--- config.mk ---
export PLATFORM = sky130hd
export DESIGN_NAME = irq_vec_arb
export DESIGN_NICKNAME = d
export VERILOG_FILES = /design/src/rtl/irq_vec_arb_pkg.sv /design/src/rtl/irq_vec_arb_cfg.sv /design/src/rtl/irq_vec_arb_pick.sv /design/src/rtl/irq_vec_arb_ptr.sv /design/src/rtl/irq_vec_arb_fsm.sv /design/src/rtl/irq_vec_arb.sv
export SDC_FILE = /design/constraint.sdc
export NUM_CORES = 1
export LEC_CHECK = 0
export BUFFER_PORTS_ARGS = -buffer_cell sky130_fd_sc_hd__clkbuf_2
export CORE_MARGIN = 5
export CORE_UTILIZATION = 52
export DETAILED_ROUTE_END_ITERATION = 7
export GPL_ROUTABILITY_DRIVEN = 0
export GPL_TIMING_DRIVEN = 0
export PLACE_DENSITY = 0.76
export SLEW_MARGIN = 25
export SYNTH_ARGS = -nofsm -noshare
export SYNTH_HDL_FRONTEND = slang
export SYNTH_SLANG_ARGS = --single-unit
--- constraint.sdc ---
create_clock -name clk -period 2.61 [get_ports clk]
set_input_delay 0.1305 -clock clk [delete_from_list [all_inputs] [get_ports clk]]
set_output_delay 0.1305 -clock clk [all_outputs]
set_load 0.1 [all_outputs]
--- src/rtl/irq_vec_arb_pkg.sv ---
package irq_vec_arb_pkg;

    typedef enum logic [1:0] {
        ST_IDLE  = 2'd0,
        ST_PEND  = 2'd1,
        ST_SERVE = 2'd2
    } arb_state_e;

    typedef enum logic {
        MODE_FIXED  = 1'b0,
        MODE_ROTATE = 1'b1
    } arb_mode_e;

endpackage

--- src/rtl/irq_vec_arb_cfg.sv ---
module irq_vec_arb_cfg
    import irq_vec_arb_pkg::*;
(
    input  logic      clk,
    input  logic      rst_n,
    input  logic      cfg_wr_i,
    input  logic      cfg_mode_i,
    output arb_mode_e mode_o
);

    arb_mode_e mode_q;

    always_ff @(posedge clk) begin
        if (!rst_n) begin
            mode_q <= MODE_FIXED;
        end else if (cfg_wr_i) begin
            mode_q <= arb_mode_e'(cfg_mode_i);
        end
    end

    assign mode_o = mode_q;

endmodule

--- src/rtl/irq_vec_arb_pick.sv ---
module irq_vec_arb_pick
    import irq_vec_arb_pkg::*;
#(
    parameter int NUM_REQ = 4,
    parameter int IDX_W   = 2
) (
    input  logic [NUM_REQ-1:0] req_i,
    input  arb_mode_e          mode_i,
    input  logic [IDX_W-1:0]   start_i,
    output logic [NUM_REQ-1:0] grant_o,
    output logic [IDX_W-1:0]   idx_o,
    output logic               any_o
);

    localparam logic [IDX_W:0] NUM_EXT = (IDX_W+1)'(NUM_REQ);

    logic [IDX_W-1:0]     base;
    logic [2*NUM_REQ-1:0] doubled;
    logic [NUM_REQ-1:0]   rotated;
    logic [IDX_W-1:0]     offset;
    logic [IDX_W:0]       sum;

    // Fixed mode always searches from index 0.
    assign base    = (mode_i == MODE_ROTATE) ? start_i : '0;
    assign doubled = {req_i, req_i} >> base;
    assign rotated = doubled[NUM_REQ-1:0];
    assign any_o   = |req_i;

    always_comb begin
        offset = '0;
        for (int i = NUM_REQ - 1; i >= 0; i--) begin
            if (rotated[i]) begin
                offset = IDX_W'(i);
            end
        end
        sum = {1'b0, offset} + {1'b0, base};
        if (sum >= NUM_EXT) begin
            sum = sum - NUM_EXT;
        end
        idx_o = sum[IDX_W-1:0];
    end

    generate
        for (genvar g = 0; g < NUM_REQ; g++) begin : g_onehot
            assign grant_o[g] = any_o && (idx_o == IDX_W'(g));
        end
    endgenerate

endmodule

--- src/rtl/irq_vec_arb_ptr.sv ---
module irq_vec_arb_ptr #(
    parameter int NUM_REQ = 4,
    parameter int IDX_W   = 2
) (
    input  logic             clk,
    input  logic             rst_n,
    input  logic             upd_i,
    input  logic [IDX_W-1:0] served_i,
    output logic [IDX_W-1:0] start_o
);

    localparam logic [IDX_W-1:0] LAST = IDX_W'(NUM_REQ - 1);

    logic [IDX_W-1:0] start_q;

    always_ff @(posedge clk) begin
        if (!rst_n) begin
            start_q <= '0;
        end else if (upd_i) begin
            start_q <= (served_i == LAST) ? '0 : served_i + IDX_W'(1);
        end
    end

    assign start_o = start_q;

endmodule

--- src/rtl/irq_vec_arb_fsm.sv ---
module irq_vec_arb_fsm
    import irq_vec_arb_pkg::*;
(
    input  logic       clk,
    input  logic       rst_n,
    input  logic       any_req_i,
    input  logic       ack_rise_i,
    input  logic       ack_fall_i,
    output arb_state_e state_o,
    output logic       load_grant_o,
    output logic       release_o,
    output logic       irq_o,
    output logic       serve_o
);

    arb_state_e state_q;
    arb_state_e state_d;

    always_ff @(posedge clk) begin
        if (!rst_n) begin
            state_q <= ST_IDLE;
        end else begin
            state_q <= state_d;
        end
    end

    always_comb begin
        state_d      = state_q;
        load_grant_o = 1'b0;
        release_o    = 1'b0;
        unique case (state_q)
            ST_IDLE: begin
                // T_RAISE
                if (any_req_i) begin
                    state_d = ST_PEND;
                end
            end
            ST_PEND: begin
                if (!any_req_i) begin
                    // T_WITHDRAW
                    state_d = ST_IDLE;
                end else if (ack_rise_i) begin
                    // T_ACCEPT
                    state_d      = ST_SERVE;
                    load_grant_o = 1'b1;
                end
            end
            ST_SERVE: begin
                // T_RELEASE
                if (ack_fall_i) begin
                    state_d   = ST_IDLE;
                    release_o = 1'b1;
                end
            end
            default: begin
                state_d = ST_IDLE;
            end
        endcase
    end

    always_comb begin
        irq_o   = (state_q == ST_PEND);
        serve_o = (state_q == ST_SERVE);
    end

    assign state_o = state_q;

endmodule

--- src/rtl/irq_vec_arb.sv ---
module irq_vec_arb
    import irq_vec_arb_pkg::*;
#(
    parameter int NUM_REQ = 4
) (
    input  logic               clk,
    input  logic               rst_n,
    input  logic               cfg_wr_i,
    input  logic               cfg_mode_i,
    input  logic [NUM_REQ-1:0] irq_req_i,
    input  logic               cpu_ack_i,
    output logic               cpu_irq_o,
    output logic [NUM_REQ-1:0] per_ack_o
);

    localparam int IDX_W = (NUM_REQ > 1) ? $clog2(NUM_REQ) : 1;

    arb_mode_e          mode;
    arb_state_e         state;
    logic               ack_q;
    logic               ack_rise;
    logic               ack_fall;
    logic [IDX_W-1:0]   start_idx;
    logic [NUM_REQ-1:0] pick_grant;
    logic [IDX_W-1:0]   pick_idx;
    logic               any_req;
    logic               load_grant;
    logic               release_grant;
    logic               irq_state;
    logic               serve_state;
    logic [NUM_REQ-1:0] grant_q;
    logic [IDX_W-1:0]   grant_idx_q;

    always_ff @(posedge clk) begin
        if (!rst_n) begin
            ack_q <= 1'b0;
        end else begin
            ack_q <= cpu_ack_i;
        end
    end

    assign ack_rise = cpu_ack_i && !ack_q;
    assign ack_fall = !cpu_ack_i && ack_q;

    irq_vec_arb_cfg u_cfg (
        .clk        (clk),
        .rst_n      (rst_n),
        .cfg_wr_i   (cfg_wr_i),
        .cfg_mode_i (cfg_mode_i),
        .mode_o     (mode)
    );

    irq_vec_arb_ptr #(
        .NUM_REQ (NUM_REQ),
        .IDX_W   (IDX_W)
    ) u_ptr (
        .clk      (clk),
        .rst_n    (rst_n),
        .upd_i    (release_grant && (mode == MODE_ROTATE)),
        .served_i (grant_idx_q),
        .start_o  (start_idx)
    );

    irq_vec_arb_pick #(
        .NUM_REQ (NUM_REQ),
        .IDX_W   (IDX_W)
    ) u_pick (
        .req_i   (irq_req_i),
        .mode_i  (mode),
        .start_i (start_idx),
        .grant_o (pick_grant),
        .idx_o   (pick_idx),
        .any_o   (any_req)
    );

    irq_vec_arb_fsm u_fsm (
        .clk          (clk),
        .rst_n        (rst_n),
        .any_req_i    (any_req),
        .ack_rise_i   (ack_rise),
        .ack_fall_i   (ack_fall),
        .state_o      (state),
        .load_grant_o (load_grant),
        .release_o    (release_grant),
        .irq_o        (irq_state),
        .serve_o      (serve_state)
    );

    // The grant is captured once, at the acknowledge rise, and held.
    always_ff @(posedge clk) begin
        if (!rst_n) begin
            grant_q     <= '0;
            grant_idx_q <= '0;
        end else if (load_grant) begin
            grant_q     <= pick_grant;
            grant_idx_q <= pick_idx;
        end
    end

    assign cpu_irq_o = irq_state && (state == ST_PEND);
    assign per_ack_o = serve_state ? grant_q : '0;

endmodule

==> out/results.ini, run 1 <==
[run_status]
run_status=completed

[yosys]
yosysWarnings=0
synthDistinctLibCells=36
post_synth.cell_area_avg_um2=8.76
synth_edf_count=0
synthDominantCellAreaShare_pct=33.9
syn_area_um2=709
synthTopCellsByArea=dfxtp_1 34%, and2_1 5.3%, nand2_1 5.3%
synth_nets=92
seq_area_frac_synth_pct=33.9
synth_seq_cells=12
syn_inst=81
synthFlopType=dfxtp_1
ys_async_sr_fraction_pct=0
yosysTopAreaCell=dfxtp_1

[global_route]
overflow=0
antenna_found_initial=0
grtUsageTotal_pct=16.6
grt_max_degree=11
grt_pass1_wl_um=2530
grt_pass1_vias=585

[sta]
timing.hold.ws_ps=104
post-route-min-period_ps=2270
finalSetupViolCount=0
skew_ps=2.80
rsz0062_at_grt=no
slew_headroom_pct=57.5
tightest_slew_ps=631
clock.fmax_mhz=441
finalSetupTns_ps=0
period_share_pct=86.9
hold_viol_final=0
slew_viol_final=0

[floorplanning]
coreArea_mm2=0.00130
die_area_mm2=0.00220
fp.dieH_um=46.9
start_util_pct=54.5
io_pins=14
rows=13
die_w_um=46.9

[route]
firstDrtPassIters=4
wl_um=1470
drt_iter0_markers=11
drtAntennaViolNets=0
drc=0
viasPerCell=5.69
vias=637
avgRoutedWirePerCell_um=13.2

[pwr]
p_per_area_mw_per_mm2=457
power_uw=373
power_switching_uw=105
clockPowerShare_pct=29.6
switching_share_pct=28.2
p_int_uw=268
combPwrFrac_pct=17.3
pwr-share-seq_pct=53.1
p_leak_uw=0.000356
ir_worst_vdd_v=0.000243

[critical_path]
endpoint_kind=flip-flop
path_cells=o2bb2ai_1, o32ai_1, a311oi_1, o21ai_1, ha_1, xor2_1, o2bb2ai_1, and2_1
reg2reg_from=u_cfg.mode_o$_SDFFE_PN0P_
crit_type=flip-flop to flip-flop
critPathMaxFanout=7
r2r_setup_slack_ps=340
cp.arrival_ps=2440
cpMostUsedCell=o2bb2ai_1
worstPathRequired_ps=2780
crit_path_start_kind=flip-flop
slowest_stage=dfxtp_1
r2r-end=grant_q[3]$_SDFFE_PN0P_
path_delay_family=compound AO/OA/AOI/OAI gates
critPathMaxStageDelay_ps=490
critical_path_buf_inv_count=0
ff2ff_path_depth=8

[cells_and_area]
multi_input_area_um2=448
areaGrowthSynthToFinish_pct=15.0
fin_util_pct=62.7
layout_common_cells=13 x clkbuf_2, 12 x dfxtp_1, 10 x nand2_1
nets=110
antenna_cells=0
fin_cells=112
seq_area_um2=240
final_common_cell=clkbuf_2
final_layout_size_suffix_gt1_share_pct=22.7
fillers=133

[clock_tree]
htreeDepth=1
cts_tree=built
cts_buffer_depth=2
clkTransAtPathRegs_ps=70
cts.repair.resized=0
cts.sinks=12
cts_buffers=3
clockRootBuffer=clkbuf_4
postCtsHoldBufs=0
clkLatencyLatePin_ps=270
cts_setup_buffers=0

[flow_run]
maxCapViolCount=0

[placed_design]
port_buffers=13
hpwlAfterDp_um=1150
dp_cells=109

[min_path]
hold_class=input port to flip-flop
whs_endpoint=ack_q$_SDFF_PN0_
hold_depth=2
min-delay-start=cpu_ack_i

-- power groups by stage --
stage          combinational [uW]  sequential (uW)  clock, uW
3_5_place_dp                 64.7              202          0
2_1_floorplan                45.2              200          0
4_1_cts                      65.0              198        113
5_1_grt                      71.3              199        125
6_report                     64.7              198        110
3_3_place_gp                 63.0              202          0
-- layout make-up --
type	instances	area share, %
multi-input cells	64	54.9
flip-flops and latches	12	29.4
repair buffers	13	7.98
clock buffers	3	2.76
well taps	15	2.30
inverters	4	2.15
plain buffers	1	0.460
-- registers in the layout, summed over array words and instances (netlist names) --
| register | cells |
|---|---|
| ack_q | 1 |
| grant_idx_q | 2 |
| u_fsm.state_o | 2 |
| u_ptr.start_o | 2 |
| u_cfg.mode_o | 1 |
| grant_q | 4 |
-- worst max path at each step --
stage	start	slack, ps	cells past startpoint	endpoint
4_1_cts	u_cfg.mode_o$_SDFFE_PN0P_	320	8	grant_q[3]$_SDFFE_PN0P_
3_5_place_dp	u_cfg.mode_o$_SDFFE_PN0P_	330	8	grant_q[3]$_SDFFE_PN0P_
5_1_grt	u_cfg.mode_o$_SDFFE_PN0P_	120	8	grant_q[0]$_SDFFE_PN0P_
6_report	u_cfg.mode_o$_SDFFE_PN0P_	340	8	grant_q[3]$_SDFFE_PN0P_
2_1_floorplan	u_ptr.start_o[0]$_SDFFE_PN0P_	660	8	grant_q[3]$_SDFFE_PN0P_
3_3_place_gp	u_ptr.start_o[0]$_SDFFE_PN0P_	410	8	grant_q[3]$_SDFFE_PN0P_
-- per-layer routing --
| metal | wire, um | vias to the layer above | track usage [%] |
|---|---|---|---|
| met3 | 86 | 7 | 5.36 |
| met5 | 0 | - | 0 |
| met1 | 672 | 285 | 19.6 |
| met2 | 674 | 14 | 26.3 |
| met4 | 40 | 0 | 9.39 |
| li1 | - | 331 | - |
-- cell usage after synthesis (all sizes together), types with 2 or more instances --
cell / number
o2bb2ai: 2
nand2: 11
dfxtp: 12
inv: 4
ha: 2
o21ai: 4
mux2i: 2
a21boi: 4
mux2: 2
nand3: 4
o22ai: 2
nor3: 3
o32ai: 3
and2: 6
nor2b: 5
-- kinds of logic (layout without fill, tap and decap cells) --
kind of cell             Yosys count  in the layout  share of synthesized area [%]
AO/OA/AOI/OAI                     22             22                           23.5
XOR/XNOR                           1              1                           1.23
adder cells (fa/ha/maj)            2              2                           3.53
buffers and inverters              5             21                           3.00
flip-flops                        12             12                           33.9
multiplexers                       4              4                           6.52
AND/OR/NAND/NOR                   35             35                           28.4
-- through the flow --
stage	instance area [um^2]	setup slack [ps]
after floorplan	709	661
after global placement	793	413
after detailed placement	793	331
after CTS	816	317
after global routing	816	124
final	816	341
No activity file was read; power rests on OpenSTA's default activity.
==> run 2: changes to the inputs <==
--- a/config.mk
+++ b/config.mk
@@ -12,6 +12,7 @@
 export GPL_ROUTABILITY_DRIVEN = 0
 export GPL_TIMING_DRIVEN = 0
 export PLACE_DENSITY = 0.76
+export SETUP_SLACK_MARGIN = 0.2
 export SLEW_MARGIN = 25
 export SYNTH_ARGS = -nofsm -noshare
 export SYNTH_HDL_FRONTEND = slang
==> constraint.sdc (replaced) <==
create_clock -name clk -period 2.61 [get_ports clk]
set_input_delay 0.1305 -clock clk [delete_from_list [all_inputs] [get_ports clk]]
set_output_delay 0.1305 -clock clk [all_outputs]
set_load 0.02 [all_outputs]
==> run 2 against run 1 <==
Against the previous run: routed wire length grew 0.88%; clock-buffer cell count is the same; design area grew 0.92%; non-clock buffer count is the same; global-route usage is the same; clock power is essentially flat; flip-flop and latch count is the same; hold slack lost 1.0 ps; total power shrank 2.8%; critical endpoint is now grant_q[0]$_SDFFE_PN0P_; largest cell class unchanged.
==> out/results.ini, run 2 (synthesized netlist as in run 1, its figures left out) <==
[run_status]
run_status=completed

[critical_path]
cp.arrival_ps=2380
endpoint_kind=flip-flop
critPathMaxFanout=7
ff2ff_path_depth=8
worstPathRequired_ps=2800
crit_path_start_kind=flip-flop
crit_type=flip-flop to flip-flop

[cells_and_area]
nets=110
areaGrowthSynthToFinish_pct=16.0
largest-register=grant_q
design_area_um2=823
multi_input_area_um2=455
antenna_cells=0
fillers=130
largest_reg_flops=4
layout_common_cells=13 x clkbuf_2, 12 x dfxtp_1, 10 x nand2_1
final_common_cell=clkbuf_2
seq_area_um2=240
final_layout_size_suffix_gt1_share_pct=23.7

[clock_tree]
cts.sinks=12
cts_buffers=3
htreeDepth=1
clkLatencyLatePin_ps=270
postCtsHoldBufs=0
cts_setup_buffers=0
clkTransAtPathRegs_ps=70
clockRootBuffer=clkbuf_4
cts_tree=built
cts.repair.resized=0
cts_buffer_depth=2

[min_path]
hold_depth=2
hold_class=input port to flip-flop

[global_route]
grtUsageTotal_pct=16.6
grt_pass1_vias=585
grt_max_degree=11
grt_pass1_wl_um=2530
overflow=0
antenna_found_initial=0

[floorplanning]
die_w_um=46.9
io_pins=14
fp.dieH_um=46.9
rows=13
die_area_mm2=0.00220
coreArea_mm2=0.00130
start_util_pct=54.5

[placed_design]
hpwlAfterDp_um=1150
postPlaceCellArea_um2=793
port_buffers=13

[sta]
clock.fmax_mhz=457
rsz0062_at_grt=no
post-route-min-period_ps=2190
slew_headroom_pct=58.4
finalSetupTns_ps=0
slew_viol_final=0
skew_ps=7.01
period_share_pct=83.9
finalSetupViolCount=0
hold_viol_final=0
timing.hold.ws_ps=103
tightest_slew_ps=619

[route]
drtAntennaViolNets=0
vias=634
drc=0
drt_iter0_markers=12
viasPerCell=5.66
avgRoutedWirePerCell_um=13.3
firstDrtPassIters=4
wl_um=1490

[pwr]
p_per_area_mw_per_mm2=441
p_leak_uw=0.000357
ir_worst_vdd_v=0.000235

[flow_run]
maxCapViolCount=0

-- run 2: cell count changes in the layout (fill, tap and decap cells not counted) --
cell | before | now
xor2_2 | 0 | 1
xor2_1 | 1 | 0
-- run 2: cell type report --
class / count / area share [%]
flip-flops and latches: 12 / 29.2
well taps: 15 / 2.28
clock buffers: 3 / 2.74
multi-input cells: 64 / 55.3
plain buffers: 1 / 0.456
repair buffers: 13 / 7.90
inverters: 4 / 2.13
-- run 2: path summary, 6_finish.rpt --
check | from | endpoint | slack (ps)
worst max-delay path | u_cfg.mode_o$_SDFFE_PN0P_ | grant_q[0]$_SDFFE_PN0P_ | 420
worst min-delay path | cpu_ack_i | ack_q$_SDFF_PN0_ | 100
worst max register to register | u_cfg.mode_o$_SDFFE_PN0P_ | grant_q[0]$_SDFFE_PN0P_ | 420
worst min register to register | grant_q[1]$_SDFFE_PN0P_ | grant_q[1]$_SDFFE_PN0P_ | 450
-- run 2: critical path, cell delays in order (launching register included) --
cell and delay, ps:
dfxtp_1 500, o2bb2ai_1 160, o32ai_1 100, a311oi_1 420
o21ai_1 140, ha_1 230, xor2_2 270, nand3_1 120
o22ai_1 170
-- run 2: power by group --
| group | leakage, uW | internal [uW] | total [uW] | switching (uW) |
|---|---|---|---|---|
| registers | 0.0000980 | 191 | 198 | 7.13 |
| logic | 0.000245 | 23.5 | 54.3 | 30.7 |
| clock network | 0.0000138 | 53.4 | 110 | 57.0 |
| total | 0.000357 | 268 | 363 | 94.9 |
-- run 2: metal layers --
layer | GRT usage [%] | routed length, um | part of all wire (%)
met1 | 19.6 | 685 | 46
met2 | 26.3 | 677 | 46
met3 | 5.36 | 83 | 5.6
met4 | 9.39 | 40 | 2.7
met5 | 0 | 0 | 0
-- run 2: stage by stage --
step / setup WS (ps) / util [%] / std cells / power (uW)
floorplan: 661 / - / 81 / 234
global placement: 413 / 61.0 / 109 / 253
CTS: 317 / 62.7 / 112 / 365
finish: 420 / 63.3 / 112 / 363
global route: 230 / 63.3 / 112 / 385
detailed placement: 331 / 61.0 / 109 / 256
==> run 3: changes to the inputs <==
==> constraint.sdc (replaced) <==
create_clock -name clk -period 2.1 [get_ports clk]
set_input_delay 0.105 -clock clk [delete_from_list [all_inputs] [get_ports clk]]
set_output_delay 0.105 -clock clk [all_outputs]
set_load 0.02 [all_outputs]
==> run 3 against run 2 <==
Against the previous run: global-route usage increased by 0.34 points; clock-buffer cell count is the same; final cell count rose by 4.5%; sequential power rose by 23%; flip-flop and latch count is the same; fmax increased by 17%; critical path type unchanged; design area rose by 22%; routed wire length rose by 28%; combinational power grew 71%; largest cell class unchanged.
==> out/results.ini, run 3 (synthesized netlist as in run 1, its figures left out) <==
[critical_path]
critical_path_buf_inv_count=1
critPathMaxStageDelay_ps=410
slowest_stage=dfxtp_4
critPathMaxFanout=7
ff2ff_path_depth=9
path_cells=buf_4, nand2_1, o22ai_1, nand3_1, o21ai_1, ha_2, xor2_4, nand3_2, o22ai_2
cp_num_cells=9
worstPathRequired_ps=2290
path_delay_family=compound AO/OA/AOI/OAI gates
endpoint_kind=flip-flop
crit_path_start_kind=flip-flop
r2r_setup_slack_ps=230
cp.arrival_ps=2070
crit_type=flip-flop to flip-flop

[global_route]
grtUsageTotal_pct=16.9
overflow=0
grt_max_degree=11
grt_pass1_vias=627
antenna_found_initial=0
grt_pass1_wl_um=2600

[route]
drc=0
viasPerCell=5.99
drtAntennaViolNets=0
drt_iter0_markers=14
wl_um=1900
firstDrtPassIters=4
vias=701
avgRoutedWirePerCell_um=16.2

[floorplanning]
start_util_pct=54.5
fp.dieH_um=46.9
die_w_um=46.9
io_pins=14
die_area_mm2=0.00220
rows=13
coreArea_mm2=0.00130

[sta]
hold_viol_final=0
skew_ps=1.47
period_share_pct=89.1
slew_headroom_pct=49.3
tightest_slew_ps=753
slew_viol_final=0
post-route-min-period_ps=1870
finalSetupViolCount=0
clock.fmax_mhz=534
rsz0062_at_grt=yes
timing.hold.ws_ps=83.7

[cells_and_area]
final_layout_size_suffix_gt1_share_pct=42.2
largest_reg_flops=4
areaGrowthSynthToFinish_pct=41.1
nets=115
layout_common_cells=13 x clkbuf_2, 10 x nand2_1, 9 x dfxtp_1
largest-register=grant_q
final_common_cell=clkbuf_2
antenna_cells=0

[clock_tree]
clkTransAtPathRegs_ps=70
cts_tree=built
clockRootBuffer=clkbuf_4
clkLatencyLatePin_ps=270
cts_buffer_depth=2
htreeDepth=1
cts_buffers=3
cts.sinks=12
postCtsHoldBufs=0

[min_path]
hold_class=input port to flip-flop
hold_depth=2

[pwr]
ir_worst_vdd_v=0.000466
p_leak_uw=0.000401
power_uw=475
p_per_area_mw_per_mm2=475

[run_status]
run_status=completed

[flow_run]
maxCapViolCount=0

[placed_design]
port_buffers=13
hpwlAfterDp_um=1090

[run 3: what timing repair did]
action,in CTS,in global routing
pin swaps,3,12
gates resized for setup,10,15
endpoints found under the setup margin,5,5
setup buffers,3,2
[run 3: worst reg2reg max path, delay by kind of cell, from the launching register on]
family	cells	cell delay [ps]
AND/OR/NAND/NOR	3	300
XOR/XNOR	1	250
AO/OA/AOI/OAI	3	460
buffers and inverters	1	130
flip-flops	1	410
adder cells (fa/ha/maj)	1	250
[run 3: per-layer routing]
layer	vias up	global-route usage [%]	share of wire, %	wire length (um)
met5	-	0	0	0
met4	0	3.31	2.6	49
met3	6	6.90	4.9	93
met1	335	19.2	40	763
li1	341	-	-	-
met2	19	29.8	52	990
[run 3: through the flow]
step                setup slack, ps  TNS [ps]  utilization [%]  instance area [um^2]  cells
floorplan                       201         0                -                   717     81
CTS                             203         0             68.3                   888    115
finish                          228         0             76.9                  1000    117
global route                    130         0             76.9                  1000    117
detailed placement            -31.0     -61.4             61.5                   801    109
global placement              -26.0     -26.0             61.5                   801    109
[run 3: layout make-up]
| cell class | count | area [um^2] |
|---|---|---|
| Clock buffer | 3 | 22.5 |
| Tap cell | 15 | 18.8 |
| Timing Repair Buffer | 18 | 103 |
| Multi-Input combinational cell | 64 | 587 |
| Sequential cell | 12 | 249 |
| Buffer | 1 | 3.75 |
| Fill cell | 98 | 300 |
| Inverter | 4 | 17.5 |
[run 3: final timing paths]
path                        endpoint                           from
min                 ack_q$_SDFF_PN0_                      cpu_ack_i
max reg2reg  grant_q[0]$_SDFFE_PN0P_  u_ptr.start_o[0]$_SDFFE_PN0P_
max          grant_q[0]$_SDFFE_PN0P_  u_ptr.start_o[0]$_SDFFE_PN0P_
min reg2reg  grant_q[1]$_SDFFE_PN0P_        grant_q[1]$_SDFFE_PN0P_
[run 3: power breakdown]
part / leakage (uW) / switching [uW] / internal (uW)
Combinational: 0.000288 / 53.9 / 39.0
Sequential: 0.000100 / 8.50 / 236
Clock: 0.0000138 / 71.9 / 66.4
Total: 0.000401 / 134 / 341
